$ cat config.mk
export PLATFORM = sky130hd
export DESIGN_NAME = bpa_bus_arbiter
export DESIGN_NICKNAME = d
export VERILOG_FILES = /design/src/rtl/bpa_pkg.sv /design/src/rtl/bpa_req_snap.sv /design/src/rtl/bpa_prio_pick.sv /design/src/rtl/bpa_grant_fsm.sv /design/src/rtl/bpa_dest_decode.sv /design/src/rtl/bpa_bus_arbiter.sv
export SDC_FILE = /design/constraint.sdc
export NUM_CORES = 1
export LEC_CHECK = 0
export BUFFER_PORTS_ARGS = -buffer_cell sky130_fd_sc_hd__buf_4
export CAP_MARGIN = 20
export CORE_ASPECT_RATIO = 1.75
export CORE_UTILIZATION = 57
export CTS_CLUSTER_SIZE = 8
export DETAILED_ROUTE_END_ITERATION = 6
export GPL_ROUTABILITY_DRIVEN = 0
export PLACE_DENSITY = 0.82
export SLEW_MARGIN = 20
export SYNTH_ARGS = -nofsm -noshare
export SYNTH_HDL_FRONTEND = slang
export SYNTH_SLANG_ARGS = --single-unit
$ cat constraint.sdc
create_clock -name clk -period 3.97 [get_ports clk]
set_input_delay 0.1985 -clock clk [delete_from_list [all_inputs] [get_ports clk]]
set_output_delay 0.1985 -clock clk [all_outputs]
set_load 0.02 [all_outputs]
$ cat src/rtl/bpa_pkg.sv
// Shared types for the packet bus arbiter.
// Assumes: nothing beyond IEEE 1800-2017 packages.
package bpa_pkg;
    // Arbitration sequence: snapshot, pick, build, issue, then ownership.
    typedef enum logic [2:0] {
        ST_IDLE  = 3'd0,
        ST_PICK  = 3'd1,
        ST_BUILD = 3'd2,
        ST_ISSUE = 3'd3,
        ST_OWN   = 3'd4
    } arb_st_e;
endpackage

$ cat src/rtl/bpa_req_snap.sv
// Request selector: freezes the request vector when told to, so the
// later arbitration stages work on one consistent picture.
// Assumes: load_i is asserted only while the bus is idle.
module bpa_req_snap #(
    parameter int N_PORTS = 7
) (
    input  logic               clk,
    input  logic               rst_n,
    input  logic               load_i,
    input  logic [N_PORTS-1:0] req_i,
    output logic [N_PORTS-1:0] snap_o
);
    // Snapshot register, cleared by reset.
    always_ff @(posedge clk) begin
        if (!rst_n)      snap_o <= '0;
        else if (load_i) snap_o <= req_i;
    end

    // A load with no request would start an arbitration with nothing to pick.
    p_load_has_req_r9: assert property (@(posedge clk) disable iff (!rst_n)
        load_i |-> (req_i != '0));
endmodule

$ cat src/rtl/bpa_prio_pick.sv
// Arbitration logic: fixed priority, lowest index wins.
// Assumes: IDX_W is wide enough to hold N_PORTS-1.
module bpa_prio_pick #(
    parameter int N_PORTS = 7,
    parameter int IDX_W   = 3
) (
    input  logic               clk,
    input  logic               rst_n,
    input  logic [N_PORTS-1:0] req_i,
    output logic [IDX_W-1:0]   idx_o,
    output logic               vld_o
);
    // Scan from the top so the lowest set bit is the last one written.
    always_comb begin
        idx_o = '0;
        vld_o = 1'b0;
        for (int i = N_PORTS - 1; i >= 0; i--) begin
            if (req_i[i]) begin
                idx_o = IDX_W'(i);
                vld_o = 1'b1;
            end
        end
    end

    // Mask of the bits below the picked index, used only by the check.
    logic [N_PORTS-1:0] below_mask;
    always_comb begin
        below_mask = '0;
        for (int j = 0; j < N_PORTS; j++)
            if (IDX_W'(j) < idx_o) below_mask[j] = 1'b1;
    end

    p_pick_lowest_r3: assert property (@(posedge clk) disable iff (!rst_n)
        vld_o |-> (req_i[idx_o] && ((req_i & below_mask) == '0)));
endmodule

$ cat src/rtl/bpa_grant_fsm.sv
// Grant generator: runs the three-edge arbitration sequence and holds
// the grant of the winner until its request drops.
// Assumes: the winner index from the picker is derived from the snapshot.
module bpa_grant_fsm
    import bpa_pkg::*;
#(
    parameter int N_PORTS = 7,
    parameter int IDX_W   = 3
) (
    input  logic               clk,
    input  logic               rst_n,
    input  logic [N_PORTS-1:0] req_i,
    input  logic [IDX_W-1:0]   pick_idx_i,
    input  logic               pick_vld_i,
    output logic               snap_load_o,
    output logic [N_PORTS-1:0] grant_o,
    output logic               owner_vld_o
);
    localparam logic [N_PORTS-1:0] ONE = N_PORTS'(1);

    arb_st_e            st_q;
    logic [IDX_W-1:0]   win_q;
    logic [N_PORTS-1:0] pend_q;
    logic [N_PORTS-1:0] grant_q;

    // Snapshot is taken on the idle edge that sees any request.
    assign snap_load_o = (st_q == ST_IDLE) && (req_i != '0);

    // Sequencer and grant register.
    always_ff @(posedge clk) begin
        if (!rst_n) begin
            st_q    <= ST_IDLE;
            win_q   <= '0;
            pend_q  <= '0;
            grant_q <= '0;
        end else begin
            unique case (st_q)
                ST_IDLE: begin
                    if (req_i != '0) st_q <= ST_PICK;
                end
                ST_PICK: begin
                    win_q <= pick_idx_i;
                    st_q  <= pick_vld_i ? ST_BUILD : ST_IDLE;
                end
                ST_BUILD: begin
                    pend_q <= ONE << win_q;
                    st_q   <= ST_ISSUE;
                end
                ST_ISSUE: begin
                    grant_q <= pend_q;
                    st_q    <= ST_OWN;
                end
                ST_OWN: begin
                    if (!req_i[win_q]) begin
                        grant_q <= '0;
                        st_q    <= ST_IDLE;
                    end
                end
                default: st_q <= ST_IDLE;
            endcase
        end
    end

    assign grant_o     = grant_q;
    assign owner_vld_o = (grant_q != '0);

    logic idle_with_req;
    assign idle_with_req = (st_q == ST_IDLE) && (req_i != '0);

    p_grant_onehot_r5: assert property (@(posedge clk) disable iff (!rst_n)
        $onehot0(grant_q));

    p_grant_latency_r2: assert property (@(posedge clk) disable iff (!rst_n)
        $rose(owner_vld_o) |-> $past(idle_with_req, 4));

    p_grant_held_r4: assert property (@(posedge clk) disable iff (!rst_n)
        ((grant_q & req_i) != '0) |=> $stable(grant_q));

    p_release_r6: assert property (@(posedge clk) disable iff (!rst_n)
        (owner_vld_o && ((grant_q & req_i) == '0)) |=> (grant_q == '0));
endmodule

$ cat src/rtl/bpa_dest_decode.sv
// Address decoder: turns the owner's binary destination address into
// one select line per module; codes with no module select nothing.
// Assumes: the address is only meaningful while a grant is active.
module bpa_dest_decode #(
    parameter int N_PORTS = 7,
    parameter int ADDR_W  = 3
) (
    input  logic               clk,
    input  logic               rst_n,
    input  logic               owner_vld_i,
    input  logic [ADDR_W-1:0]  addr_i,
    output logic [N_PORTS-1:0] sel_o
);
    // One comparator per destination.
    for (genvar j = 0; j < N_PORTS; j++) begin : g_sel
        assign sel_o[j] = owner_vld_i && (addr_i == ADDR_W'(j));
    end

    p_sel_onehot_r7: assert property (@(posedge clk) disable iff (!rst_n)
        $onehot0(sel_o));

    p_sel_range_r8: assert property (@(posedge clk) disable iff (!rst_n)
        (32'(addr_i) >= N_PORTS) |-> (sel_o == '0));
endmodule

$ cat src/rtl/bpa_bus_arbiter.sv
// Packet-granular shared bus arbiter: snapshot, fixed-priority pick,
// grant generation and destination decode for N_PORTS modules.
// Assumes: each owner holds its request high for its whole packet.
module bpa_bus_arbiter #(
    parameter int N_PORTS = 7,
    parameter int ADDR_W  = 3
) (
    input  logic               clk,
    input  logic               rst_n,
    input  logic [N_PORTS-1:0] req_i,
    input  logic [ADDR_W-1:0]  bus_addr_i,
    output logic [N_PORTS-1:0] grant_o,
    output logic [N_PORTS-1:0] dest_sel_o
);
    localparam int IDX_W = (N_PORTS > 1) ? $clog2(N_PORTS) : 1;

    logic               snap_load;
    logic [N_PORTS-1:0] snap;
    logic [IDX_W-1:0]   pick_idx;
    logic               pick_vld;
    logic               owner_vld;

    bpa_req_snap #(.N_PORTS(N_PORTS)) u_snap (
        .clk(clk), .rst_n(rst_n), .load_i(snap_load),
        .req_i(req_i), .snap_o(snap)
    );

    bpa_prio_pick #(.N_PORTS(N_PORTS), .IDX_W(IDX_W)) u_pick (
        .clk(clk), .rst_n(rst_n), .req_i(snap),
        .idx_o(pick_idx), .vld_o(pick_vld)
    );

    bpa_grant_fsm #(.N_PORTS(N_PORTS), .IDX_W(IDX_W)) u_fsm (
        .clk(clk), .rst_n(rst_n), .req_i(req_i),
        .pick_idx_i(pick_idx), .pick_vld_i(pick_vld),
        .snap_load_o(snap_load), .grant_o(grant_o), .owner_vld_o(owner_vld)
    );

    bpa_dest_decode #(.N_PORTS(N_PORTS), .ADDR_W(ADDR_W)) u_dec (
        .clk(clk), .rst_n(rst_n), .owner_vld_i(owner_vld),
        .addr_i(bus_addr_i), .sel_o(dest_sel_o)
    );

    p_sel_needs_grant_r7: assert property (@(posedge clk) disable iff (!rst_n)
        (dest_sel_o != '0) |-> (grant_o != '0));
endmodule

Yosys cells after proc, flatten, opt, wreduce, memory -nomap -nowiden
Index checks and enable logic that the tools add are counted.

Input port bits: 12. Logic and storage cells: 56. Bits in registers: 27. Output and inout port bits: 14.

Shifts and indexed selects: 1. $lt $le $gt $ge: 1. Equal/unequal tests: 12. Mux-type cells: 22. Reductions and logical operators: 15.

Operators with widths (count): two-way mux 3 bit (9); one-hot mux 3 bit (5 select lines) (1); one-hot mux 7 bit (2 select lines) (1); nonzero test 7 bit (2); equality test 3 x 2 -> 1 bit (second input constant) (4); equality test 3 bit (second input constant) (4); logical AND 1 bit (8); two-way mux 1 bit (8); two-way mux 7 bit (1); left shift 1 x 3 -> 7 bit (first input constant) (1); equality test 3 x 1 -> 1 bit (second input constant) (2); logical NOT 3 bit (2); less-than comparator 3 x 4 -> 1 bit (second input constant) (1); != test 2 bit (second input constant) (2); AND reduction 2 bit (2); binary-select mux 1 bit (select 3 bit) (1); two-way mux 2 bit (1); nonzero test 2 bit (1).

Longest topological paths before layout
Depth after elaboration: 9. Gate-level depth with buffers: 5. Depth with buffers taken out: 4.

Modules after synthesis
A second synthesis with hierarchy kept.

Cell total of the unflattened synthesis: 158. Area, all modules: 1507.7 um^2.

Modules (own cells, without submodules): bpa_grant_fsm (times used 1, area each 1089.8 um^2, seq. area each 400.4 um^2, cells each 118); bpa_req_snap (times used 1, area each 265.3 um^2, seq. area each 140.1 um^2, cells each 22); bpa_dest_decode (times used 1, area each 86.3 um^2, seq. area each 0.0 um^2, cells each 7); bpa_prio_pick (times used 1, area each 66.3 um^2, seq. area each 0.0 um^2, cells each 11).

Worst setup path after synthesis
No wires, ideal clock.

Path kind: register -> register. Start point: register u_fsm.st_q[0]. End point: register u_fsm.win_q[1]. Clock period less this slack: 1496 ps. Setup slack: 2474 ps. Buffers on the path: 1. Data required time: 3900 ps. Arrival time: 1425 ps. Cell stages (with the launch flop): 5. Library setup time: 70 ps. Path through: dfxtp_1 -> or3b_1 -> buf_2 -> or4_1 -> a21oi_1.

Word-level cells in the longest chain between the ends: 1.

RTL lines: from (decl) (RTL line bpa_grant_fsm.sv:21) `arb_st_e st_q;`; from (signal assigned) (RTL line bpa_grant_fsm.sv:43) `st_q <= pick_vld_i ? ST_BUILD : ST_IDLE;`; equality test 3 x 1 -> 1 bit (RTL line bpa_grant_fsm.sv:37) `unique case (st_q)`; to (signal assigned) (RTL line bpa_grant_fsm.sv:42) `win_q <= pick_idx_i;`; to (decl) (RTL line bpa_grant_fsm.sv:22) `logic [IDX_W-1:0] win_q;`.

No other way between the ends. A chain may end at the register's enable or synchronous reset.

Worst setup path in the final report
Start point: register u_fsm.grant_q[3] (netlist: u_fsm.grant_o[3]). End point: output dest_sel_o[0].

Word-level cells in the longest chain between the ends: 2.

RTL lines: from (decl) (RTL line bpa_grant_fsm.sv:24) `logic [N_PORTS-1:0] grant_q;`; from (signal assigned) (RTL line bpa_grant_fsm.sv:50) `grant_q <= pend_q;`; nonzero test 7 bit (RTL line bpa_grant_fsm.sv:65) `assign owner_vld_o = (grant_q != '0);`; logical AND 1 bit (RTL line bpa_dest_decode.sv:16) `assign sel_o[j] = owner_vld_i && (addr_i == ADDR_W'(j));`; to (decl) (RTL line bpa_bus_arbiter.sv:13) `output logic [N_PORTS-1:0] dest_sel_o`.

No other way between the ends.

==> run summary <==
status: completed
nets: 196
Clock Tree Buf Depth: 2
sequential share of the synthesized area: 0.4158
ys flop type: dfxtp_1
Clock transition at path regs: 140 ps
worst path required time: 3770 ps
fin crit period: 1864 ps
WP buf/inv: 1
Clk network pwr share: 0.211
Post-Layout Cell Count: 207
Sink Count: 27
maximum VDD drop: 306.4 uV
sequential power share: 0.552
grt ovf: 0
f_max: 0.5364 GHz
first-pass GRT wire length: 5181 microns
Initial Util: 0.6133
initial DRC count: 74
Setup TNS: 0 ps
detailed placement HPWL: 2380 microns
gr usage total: 0.2883
FILL cells: 174
ys async rst share: 0
drt first pass iters: 4
die area: 2483 sq um
Rows: 22
Psw: 0.1841 mW
Area after DPL: 1481 sq um
Global Route met2 Usage: 0.5233
clock skew: 2.823 ps
vias in the first global route: 1226
Area Growth Syn to Fin: 15.98%
max incr delay on CP: 380 ps
Final ANT Viol Nets: 0
Max-Cap Viols: 0
combinational share of power: 0.238
Sequential Area: 540.5 sq um
crit path max fanout: 5
Via density: 6.275
Vias: 1299
Design Area, Final: 1508 sq um
EDFF count, synth: 0
DRT Wirelength: 3123 microns
setup violators final: 0
CTS resizes: 0
max-slew violation count: 0
area of the multi-input gates: 689.4 sq um
later-pin clock latency in the skew report: 330 ps
switching fraction of total power: 0.3211
largest cells by area after synthesis: dfxtp_1, a21oi_1, mux2i_1
crit end category: primary output
Pint: 0.3892 mW
Seq cells post-synth: 27
slowest stage cell, crit path: dfxtp_1
Util after Layout: 0.7113
Placed Cells: 203
CP delay by family, top: simple AND/OR/NAND/NOR gates
Mapped Nets: 175
Port-buffer cells: 25
syn avg cell area: 7.975 sq um
met3 GRT Util: 0.02703
Core Box Area: 2120 sq um
Unique masters post-synth: 30
Place WS: 2190 ps
Mapped Area: 1300 sq um
area share of the largest cell type after synthesis: 0.4158
Lkg Pwr: 0.5654 nW
I/O pin count: 26
RSZ-0062 raised after global routing: no
Hold Path Class: input port to flop
Wirelength per Cell: 15.09 microns
met1 Usage GRT: 0.2848
cell with the most instances after synthesis: dfxtp_1
Total Power: 0.5733 mW
share of cells above drive strength 1: 0.1585
Critical Path, Cell by Cell: nor4_1, nand4_1, nand2b_1, nor3_1, buf_4
post-synthesis cell count: 163
CTS tree: built
startpoint class of the critical path: flop
Ys Warns: 0
Slew HR: 0.5738
H-tree levels: 1
critical path class: flop to primary output
n_diodes: 0
cell taking the most area after synthesis: dfxtp_1
Post-route DRC: 0
Die X: 38.10 microns
CP arrival: 1670 ps
root buf cell: clkbuf_4
Final WS setup: 2106 ps
initial antenna violation count: 0
Final Hold Viols: 0
worst slew pin tran: 638.6 ps
Setup Fix Bufs, Post-CTS: 0
GRT busiest layer: met2
Tcrit/Tclk final: 0.4696
synth cell count leaders: dfxtp_1, a21oi_1, nor2_1
largest net degree at the start of global routing: 22
Die Y: 65.18 microns
hold_ws: 115.4 ps
CTS Buf Count: 3
Power Density: 380.3 nW/um^2
hold_buf cts: 0
[tightest hold or removal path: stages]
cell	delay [ps]
buf_4	120
nand2_1	50
a21oi_1	50
[power by group through the flow]
stage,clock network [mW],registers [mW],logic (mW)
6_report,0.121,0.316,0.136
5_1_grt,0.132,0.320,0.149
4_1_cts,0.119,0.315,0.135
3_5_place_dp,0,0.322,0.135
3_3_place_gp,0,0.320,0.131
2_1_floorplan,0,0.315,0.0964
[layer usage]
metal	vias to the layer above	wire length, microns
li1	628	-
met1	601	1085
met2	56	1783
met3	14	147
met4	0	106
met5	-	0
[worst paths after layout]
check	start	to	slack (ps)	cells after the start
worst max-delay path	u_fsm.grant_o[3]	dest_sel_o[0]	2110	5
worst max register to register	u_fsm.st_q[0]	u_fsm.win_q[1]	2120	3
worst min register to register	u_fsm.pend_q[5]	u_fsm.pend_q[5]	470	2
worst min-delay path	req_i[2]	u_snap.snap_o[2]	120	3
[state kept, by name (all words and copies together) (netlist names)]
signal and flops:
u_fsm.pend_q 7, u_fsm.win_q 3, u_fsm.st_q 3, u_snap.snap_o 7
u_fsm.grant_o 7
[cell type report]
| cell class | count | share of cell area |
|---|---|---|
| tap | 24 | 0.01992 |
| inverter | 9 | 0.02241 |
| sequential | 27 | 0.3585 |
| clock buffer | 4 | 0.01743 |
| multi-input combinational | 118 | 0.4573 |
| timing repair buffer | 25 | 0.1245 |
[logic make-up after synthesis]
kind of cell / count (synthesis) / share of synthesized area
mux: 8 / 0.06160
simple gates: 69 / 0.2705
flops: 27 / 0.4158
buf+inv: 18 / 0.05389
compound gates: 41 / 0.1983
[cell usage in the layout (no fill, tap or decap), types with 3 or more instances in the layout]
cell type	synthesis	final
nor2_1	20	20
nor4_1	5	5
inv_1	9	9
mux2i_1	8	8
nand2b_1	8	8
clkbuf_4	0	3
nor3_1	6	6
nand2_1	14	14
a21oi_1	20	20
o221ai_1	6	6
nand3_1	3	3
o22ai_1	6	6
o21ai_0	3	3
dfxtp_1	27	27
buf_4	0	25
(Power assumes the default switching activity.)
